**src/rtl/wdma_pkg.sv**
```systemverilog
package wdma_pkg;
  localparam int ADDR_W = 32;
  localparam int CFG_W  = 32;

  typedef enum logic [1:0] {ST_IDLE, ST_WAIT, ST_RD, ST_WR} wdma_state_e;

  typedef enum logic [1:0] {
    UPD_INC = 2'd0,
    UPD_DEC = 2'd1,
    UPD_FIX = 2'd2,
    UPD_RSV = 2'd3
  } upd_mode_e;

  // register indices
  localparam logic [2:0] RA_SRC   = 3'd0;
  localparam logic [2:0] RA_DST   = 3'd1;
  localparam logic [2:0] RA_TOTAL = 3'd2;
  localparam logic [2:0] RA_TIMER = 3'd3;
  localparam logic [2:0] RA_FILL  = 3'd4;
  localparam logic [2:0] RA_CTRL  = 3'd5;
  localparam logic [2:0] RA_XFER  = 3'd6;

  // control word fields
  localparam int CB_DMODE  = 10;
  localparam int CB_DRLD   = 12;
  localparam int CB_SMODE  = 13;
  localparam int CB_SRLD   = 15;
  localparam int CB_BSIZE  = 16;
  localparam int CB_FILL   = 20;
  localparam int CB_IMM    = 28;
  localparam int CB_REPEAT = 29;
  localparam int CB_IRQEN  = 30;
  localparam int CB_BUSY   = 31;
endpackage

```
**src/rtl/wdma_addr_unit.sv**
```systemverilog
module wdma_addr_unit
  import wdma_pkg::*;
(
  input  logic              clk,
  input  logic              rst,
  input  logic              load,
  input  logic [ADDR_W-1:0] load_val,
  input  logic              reload,
  input  logic              step,
  input  logic [1:0]        mode,
  output logic [ADDR_W-1:0] work,
  output logic [ADDR_W-1:0] prog
);
  logic [ADDR_W-1:0] next_step;

  always_comb begin
    case (upd_mode_e'(mode))
      UPD_INC: next_step = work + ADDR_W'(4);
      UPD_DEC: next_step = work - ADDR_W'(4);
      default: next_step = work;
    endcase
  end

  always_ff @(posedge clk) begin
    if (rst) begin
      work <= '0;
      prog <= '0;
    end else if (load) begin
      work <= {load_val[ADDR_W-1:2], 2'b00};
      prog <= {load_val[ADDR_W-1:2], 2'b00};
    end else if (reload) begin
      work <= prog;
    end else if (step) begin
      work <= next_step;
    end
  end
endmodule

```
**src/rtl/wdma_ticker.sv**
```systemverilog
module wdma_ticker #(
  parameter int TW = 16
) (
  input  logic          clk,
  input  logic          rst,
  input  logic          run,
  input  logic [TW-1:0] interval,
  input  logic [1:0]    presc,
  output logic          expired
);
  localparam int PW = 6;

  logic [PW:0]   div;
  logic [PW-1:0] div_m1;
  logic [PW-1:0] pre;
  logic [TW-1:0] ticks;

  assign div     = (PW+1)'(1) << {presc, 1'b0};
  assign div_m1  = PW'(div - (PW+1)'(1));
  assign expired = (ticks == interval);

  always_ff @(posedge clk) begin
    if (rst || !run) begin
      pre   <= '0;
      ticks <= '0;
    end else if (!expired) begin
      if (pre == div_m1) begin
        pre   <= '0;
        ticks <= ticks + TW'(1);
      end else begin
        pre <= pre + PW'(1);
      end
    end
  end
endmodule

```
**src/rtl/wdma_chan.sv**
```systemverilog
module wdma_chan
  import wdma_pkg::*;
#(
  parameter int DW   = 32,
  parameter int TOTW = 24,
  parameter int XCW  = 28,
  parameter int TW   = 16
) (
  input  logic              clk,
  input  logic              rst,
  input  logic              cfg_we,
  input  logic [2:0]        cfg_addr,
  input  logic [CFG_W-1:0]  cfg_wdata,
  output logic [CFG_W-1:0]  cfg_rdata,
  output logic              mem_req,
  output logic              mem_we,
  output logic [ADDR_W-1:0] mem_addr,
  output logic [DW-1:0]     mem_wdata,
  input  logic              mem_gnt,
  input  logic [DW-1:0]     mem_rdata,
  output logic              irq
);
  localparam int TMW = TW + 2;

  wdma_state_e       state;
  logic [CFG_W-1:0]  ctrl_q;
  logic [TOTW-1:0]   total_q, words_left, blk_left;
  logic [TMW-1:0]    timer_q;
  logic [DW-1:0]     fill_q, data_q;
  logic [XCW-1:0]    xfer_cnt;
  logic              irq_q, tick_exp;

  logic              ctl_wr, do_abort, do_start, wr_done, rpt_wrap;
  logic [TOTW-1:0]   blk_first, blk_next;
  wdma_state_e       op_first, op_next;

  logic [1:0]              au_load, au_reload, au_step;
  logic [1:0][1:0]         au_mode;
  logic [1:0][ADDR_W-1:0]  au_work, au_prog;

  function automatic logic [TOTW-1:0] blk_min(input logic [3:0] n,
                                             input logic [TOTW-1:0] left);
    logic [TOTW-1:0] full;
    full = TOTW'(1) << n;
    return (left < full) ? left : full;
  endfunction

  assign ctl_wr    = cfg_we && (cfg_addr == RA_CTRL);
  assign do_abort  = ctl_wr && !cfg_wdata[CB_BUSY];
  assign do_start  = ctl_wr && cfg_wdata[CB_BUSY] && (state == ST_IDLE);
  assign wr_done   = (state == ST_WR) && mem_gnt && !do_abort;
  assign rpt_wrap  = wr_done && (words_left == TOTW'(1)) && ctrl_q[CB_REPEAT];
  assign blk_first = blk_min(cfg_wdata[CB_BSIZE +: 4], total_q);
  assign blk_next  = blk_min(ctrl_q[CB_BSIZE +: 4], words_left);
  assign op_first  = cfg_wdata[CB_FILL] ? ST_WR : ST_RD;
  assign op_next   = ctrl_q[CB_FILL] ? ST_WR : ST_RD;

  // address units: index 0 = source, 1 = destination
  assign au_load[0]   = cfg_we && (cfg_addr == RA_SRC);
  assign au_load[1]   = cfg_we && (cfg_addr == RA_DST);
  assign au_reload[0] = rpt_wrap && ctrl_q[CB_SRLD];
  assign au_reload[1] = rpt_wrap && ctrl_q[CB_DRLD];
  assign au_step[0]   = (state == ST_RD) && mem_gnt && !do_abort;
  assign au_step[1]   = wr_done;
  assign au_mode[0]   = ctrl_q[CB_SMODE +: 2];
  assign au_mode[1]   = ctrl_q[CB_DMODE +: 2];

  for (genvar g = 0; g < 2; g++) begin : g_addr
    wdma_addr_unit u_au (
      .clk      (clk),
      .rst      (rst),
      .load     (au_load[g]),
      .load_val (cfg_wdata[ADDR_W-1:0]),
      .reload   (au_reload[g]),
      .step     (au_step[g]),
      .mode     (au_mode[g]),
      .work     (au_work[g]),
      .prog     (au_prog[g])
    );
  end

  wdma_ticker #(.TW(TW)) u_tick (
    .clk      (clk),
    .rst      (rst),
    .run      (state == ST_WAIT),
    .interval (timer_q[TW-1:0]),
    .presc    (timer_q[TW +: 2]),
    .expired  (tick_exp)
  );

  always_ff @(posedge clk) begin
    if (rst) begin
      state      <= ST_IDLE;
      ctrl_q     <= '0;
      total_q    <= '0;
      timer_q    <= '0;
      fill_q     <= '0;
      data_q     <= '0;
      words_left <= '0;
      blk_left   <= '0;
      xfer_cnt   <= '0;
      irq_q      <= 1'b0;
    end else begin
      irq_q <= 1'b0;
      if (cfg_we) begin
        case (cfg_addr)
          RA_TOTAL: total_q <= cfg_wdata[TOTW-1:0];
          RA_TIMER: timer_q <= cfg_wdata[TMW-1:0];
          RA_FILL:  fill_q  <= cfg_wdata[DW-1:0];
          RA_CTRL:  ctrl_q[CB_BUSY-1:0] <= cfg_wdata[CB_BUSY-1:0];
          default: ;
        endcase
      end
      if (do_abort) begin
        ctrl_q[CB_BUSY] <= 1'b0;
        state           <= ST_IDLE;
      end else if (do_start) begin
        if (total_q == '0) begin
          irq_q <= cfg_wdata[CB_IRQEN];
        end else begin
          ctrl_q[CB_BUSY] <= 1'b1;
          words_left      <= total_q;
          blk_left        <= blk_first;
          xfer_cnt        <= '0;
          state           <= cfg_wdata[CB_IMM] ? op_first : ST_WAIT;
        end
      end else begin
        case (state)
          ST_WAIT: if (tick_exp) begin
            blk_left <= blk_next;
            state    <= op_next;
          end
          ST_RD: if (mem_gnt) begin
            data_q <= mem_rdata;
            state  <= ST_WR;
          end
          ST_WR: if (mem_gnt) begin
            xfer_cnt   <= xfer_cnt + XCW'(1);
            words_left <= words_left - TOTW'(1);
            blk_left   <= blk_left - TOTW'(1);
            if (words_left == TOTW'(1)) begin
              irq_q <= ctrl_q[CB_IRQEN];
              if (ctrl_q[CB_REPEAT]) begin
                words_left <= total_q;
                state      <= ST_WAIT;
              end else begin
                ctrl_q[CB_BUSY] <= 1'b0;
                state           <= ST_IDLE;
              end
            end else if (blk_left == TOTW'(1)) begin
              state <= ST_WAIT;
            end else begin
              state <= op_next;
            end
          end
          default: ;
        endcase
      end
    end
  end

  always_ff @(posedge clk) begin
    if (rst) begin
      cfg_rdata <= '0;
    end else begin
      case (cfg_addr)
        RA_SRC:   cfg_rdata <= CFG_W'(au_prog[0]);
        RA_DST:   cfg_rdata <= CFG_W'(au_prog[1]);
        RA_TOTAL: cfg_rdata <= CFG_W'(total_q);
        RA_TIMER: cfg_rdata <= CFG_W'(timer_q);
        RA_FILL:  cfg_rdata <= CFG_W'(fill_q);
        RA_CTRL:  cfg_rdata <= ctrl_q;
        RA_XFER:  cfg_rdata <= CFG_W'(xfer_cnt);
        default:  cfg_rdata <= '0;
      endcase
    end
  end

  assign mem_req   = (state == ST_RD) || (state == ST_WR);
  assign mem_we    = (state == ST_WR);
  assign mem_addr  = (state == ST_RD) ? au_work[0] : au_work[1];
  assign mem_wdata = ctrl_q[CB_FILL] ? fill_q : data_q;
  assign irq       = irq_q;
endmodule

```
**config.mk**
```make
export PLATFORM = sky130hd
export DESIGN_NAME = wdma_chan
export DESIGN_NICKNAME = d
export VERILOG_FILES = /design/src/rtl/wdma_pkg.sv /design/src/rtl/wdma_addr_unit.sv /design/src/rtl/wdma_ticker.sv /design/src/rtl/wdma_chan.sv
export SDC_FILE = /design/constraint.sdc
export NUM_CORES = 1
export LEC_CHECK = 0
export ABC_AREA = 1
export BUFFER_PORTS_ARGS = -buffer_cell sky130_fd_sc_hd__buf_2
export CAP_MARGIN = 20
export CORE_ASPECT_RATIO = 0.8
export CORE_UTILIZATION = 50
export CTS_CLUSTER_DIAMETER = 80
export DETAILED_ROUTE_END_ITERATION = 8
export PLACE_DENSITY_LB_ADDON = 0.15
export REMOVE_ABC_BUFFERS = 1
export SETUP_SLACK_MARGIN = 0.15
export SLEW_MARGIN = 20
export SYNTH_ARGS = -nofsm -noshare
export SYNTH_HDL_FRONTEND = slang
export SYNTH_HIERARCHICAL = 1
export SYNTH_SLANG_ARGS = --single-unit
```
**constraint.sdc**
```tcl
create_clock -name clk -period 3.4 [get_ports clk]
set_input_delay 0.17 -clock clk [delete_from_list [all_inputs] [get_ports clk]]
set_output_delay 0.17 -clock clk [all_outputs]
set_load 0.005 [all_outputs]
```
==> results.sh <==
export IMPL_dpl_hpwl_um=72900
export IMPL_netlist_instances=4009
export IMPL_grt_max_degree=80
export IMPL_placed_cells=4700
export IMPL_worst_ep_arrival_time_ps=2810
export IMPL_viasPerCell=5.81
export IMPL_slew_limit_headroom_pct=26.0
export IMPL_rsz0062_at_grt="false"
export IMPL_post_route_cell_area_sq_mm=0.0287
export IMPL_synth_seq_cells=395
export IMPL_grt_usage_pct=37.9
export IMPL_p_int_uw=9750
export IMPL_clock_sinks=395
export IMPL_required_ps=3230
export IMPL_cp_max_fo=33
export IMPL_gp_congestion=1.05
export IMPL_end_kind="output port"
export IMPL_p_seq_share_pct=34.6
export IMPL_p_leak_uw=0.0122
export IMPL_layout_nets=4238
export IMPL_synth_top_area_share_pct=31.2
export IMPL_drv_cap=0
export IMPL_die_area_sq_mm=0.0516
export IMPL_initial_core_util_pct=50.8
export IMPL_drt_iter0_drc=3732
export IMPL_cellPowerDensity_mw_per_mm2=541
export IMPL_path_cells="inv_1, ha_1, buf_4, clkinv_1, buf_4, nand2_1, nand2_1, buf_2"
export IMPL_die_h_um=203
export IMPL_cts_tree="built"
export IMPL_ios=170
export IMPL_clkTransAtPathRegs_ps=70
export IMPL_grt_pass1_wl_um=151000
export IMPL_setup_violations=0
export IMPL_switching_share_pct=37.2
export IMPL_vdd_drop_max_mv=0.319
export IMPL_p_total_uw=15500
export IMPL_synthDistinctLibCells=62
export IMPL_drtAntennaViolNets=0
export IMPL_ys_seq_area_share_pct=31.2
export IMPL_max_freq_ghz=0.335
export IMPL_clkPwrFrac_pct=34.3
export IMPL_slowest_stage="clkinv_1"
export IMPL_power_switching_uw=5780
export IMPL_status="finished, final reports clean"
export IMPL_gr_total_overflow=0
export IMPL_finalMaxSlewViolations=0
export IMPL_synthTopCellsByArea="dfxtp_1 (31%), nand2_1 (13%), a21oi_1 (8.2%), o21ai_0 (7.8%), inv_1 (6.9%)"
export IMPL_cts_root_buf="clkbuf_16"
export IMPL_dr_pass1_iters=6
export IMPL_critPathKind="reg -> out"
export IMPL_power_frac_comb_pct=31.1
export IMPL_ys_flop_type="dfxtp_1"
export IMPL_finalNonFillerCells=4834
export IMPL_critPathMaxStageDelay_ps=480
export IMPL_ys_warn_count=6
export IMPL_worst_setup_path_start_kind="flop"
export IMPL_period_minus_slack_ps=2980
export IMPL_area_growth_pct=13.4
export IMPL_rows=73
export IMPL_synth_edf_count=0
export IMPL_insertion_delay_ps=590
export IMPL_place_area_sq_mm=0.0265
export IMPL_grt_pass1_vias=25128
export IMPL_cts_made_buffers=43
export IMPL_port_buffers=169
export IMPL_synth_area_per_cell_sq_um=6.32
export IMPL_htreeDepth=2
export IMPL_post_cts_buffers=0
export IMPL_wirelength_um=99800
export IMPL_synth_area_leader_cell="dfxtp_1"
export IMPL_async_flop_share_pct=0
export IMPL_finalCritPeriodShare_pct=87.7
export IMPL_hp_class="in -> reg"
export IMPL_tightestPinTransition_ps=1110
export IMPL_skew_ps=17.6
export IMPL_drc=0
export IMPL_antenna_found_initial=2
export IMPL_cts_path_max_buffers=3
export IMPL_coreArea_sq_mm=0.0499
export IMPL_vias=28083
export IMPL_hold_viol_final=0
export IMPL_drive_gt1_share_pct=11.8
export IMPL_wl_per_cell_um=20.6
export IMPL_syn_cell_area_sq_mm=0.0253
export IMPL_die_w_um=254
## power groups by stage
stage          Combinational (uW)  Clock, uW  Sequential, uW
2_1_floorplan                3160          0            5330
3_3_place_gp                 4610          0            5450
3_5_place_dp                 4630          0            5450
4_1_cts                      4700       5360            5350
5_1_grt                      5340       5530            5410
6_report                     4830       5330            5370
## area by class of cell
cell class / instances / area [sq um]
Clock buffer: 63 / 1310
Sequential cell: 395 / 7910
Inverter: 497 / 1870
Fill cell: 5117 / 21200
Antenna cell: 1 / 2.50
Timing Repair Buffer: 285 / 1880
Tap cell: 675 / 845
Multi-Input combinational cell: 2902 / 14600
Clock inverter: 16 / 273
## flip-flops by register name, indices dropped and copies added (netlist names), 24 cells and up
name and cells:
blk_left 24, cfg_rdata 32, ctrl_q 32, data_q 32, fill_q 32, g_addr.u_au/prog 60
g_addr.u_au/work 64, total_q 24, words_left 24, xfer_cnt 28
## metal layers
| layer | routed length [um] | GRT usage, % | vias up | part of all wire (%) |
|---|---|---|---|---|
| met2 | 41200 | 55.0 | 1495 | 41 |
| met5 | 96 | 1.43 | - | 0.096 |
| met3 | 11200 | 7.43 | 212 | 11 |
| met1 | 43200 | 54.5 | 12849 | 43 |
| li1 | - | - | 13523 | - |
| met4 | 4150 | 15.1 | 4 | 4.2 |
## per-stage QoR
step / hold WS (ps) / util, % / setup slack (ps) / setup TNS, ps
floorplan: 239 / - / -5110 / -372730
global placement: 419 / 53.2 / 288 / 0
detailed placement: 427 / 53.2 / 273 / 0
CTS: 0.597 / 57.5 / 253 / 0
global route: 31.1 / 57.6 / 185 / 0
finish: 20.0 / 57.6 / 418 / 0
## critical path: cells and delay by family (launching register included)
family | cells | cell delay, ps
flops | 1 | 340
simple gates | 2 | 210
fa+ha+maj | 1 | 190
buf+inv | 5 | 1480
## cell usage after synthesis, types with 18 or more instances
cell type    n
a21oi_1    415
a21oi_2     23
a221oi_1    21
a31oi_1     23
a41oi_1     29
buf_2       25
clkbuf_1   151
dfxtp_1    395
ha_1        43
inv_1      467
inv_2       22
nand2_1    900
nand2_2     44
nand3_1    282
nand4_1     60
nor2_1     345
nor2_2      28
nor3_1      42
nor4_1      19
o211ai_1    18
o21ai_0    395
o22ai_1     38
xor2_1      45
## logic make-up (layout without fill, tap and decap cells)
logic type | count (synthesis) | count (layout) | synth area share [%]
and+or+nand+nor | 1772 | 1772 | 30.7
AOI/OAI and AO/OA | 1029 | 1029 | 22.7
buffers and inverters | 714 | 861 | 11.3
DFF | 395 | 395 | 31.2
xor gates and xnor gates | 54 | 54 | 1.87
adders and majority gates | 43 | 43 | 2.12
other | 2 | 5 | 0.0297
## path summary, 6_finish.rpt
| path | slack (ps) | to | from | depth (start not counted) |
|---|---|---|---|---|
| max | 420 | mem_addr[13] | state[0] | 8 |
| min | 20 | g_addr[1].u_au/prog[4] | cfg_wdata[4] | 3 |
| max reg2reg | 450 | blk_left[7] | ctrl_q[16] | 17 |
| min reg2reg | 450 | ctrl_q[26] | ctrl_q[26] | 2 |
## cells in the final DEF, fill, tap and decap left out, types with 11 or more instances in the layout
master,instances
nand2_2,45
o211ai_1,18
nand4_1,60
a31oi_1,23
ha_1,43
dfxtp_1,393
clkbuf_8,12
nor2_2,30
nor4_1,15
nand3_2,15
nor2_1,342
inv_2,23
buf_2,168
a221oi_1,21
o21ai_0,395
a21oi_2,23
nor3_1,41
a21oi_1,415
xor2_1,45
o21ai_1,13
clkbuf_16,45
inv_1,464
nand3_1,282
a41oi_1,29
o22ai_1,38
nand2_4,11
buf_4,62
nand2_1,899
dlygate4sd3_1,53
## repair_timing
item / in CTS / in global routing
hold buffers: 53 / 0
endpoints found under the hold margin: 85 / 0
endpoints found under the setup margin: 0 / 16
gates resized for setup: 0 / 5
(Power assumes the default switching activity.)
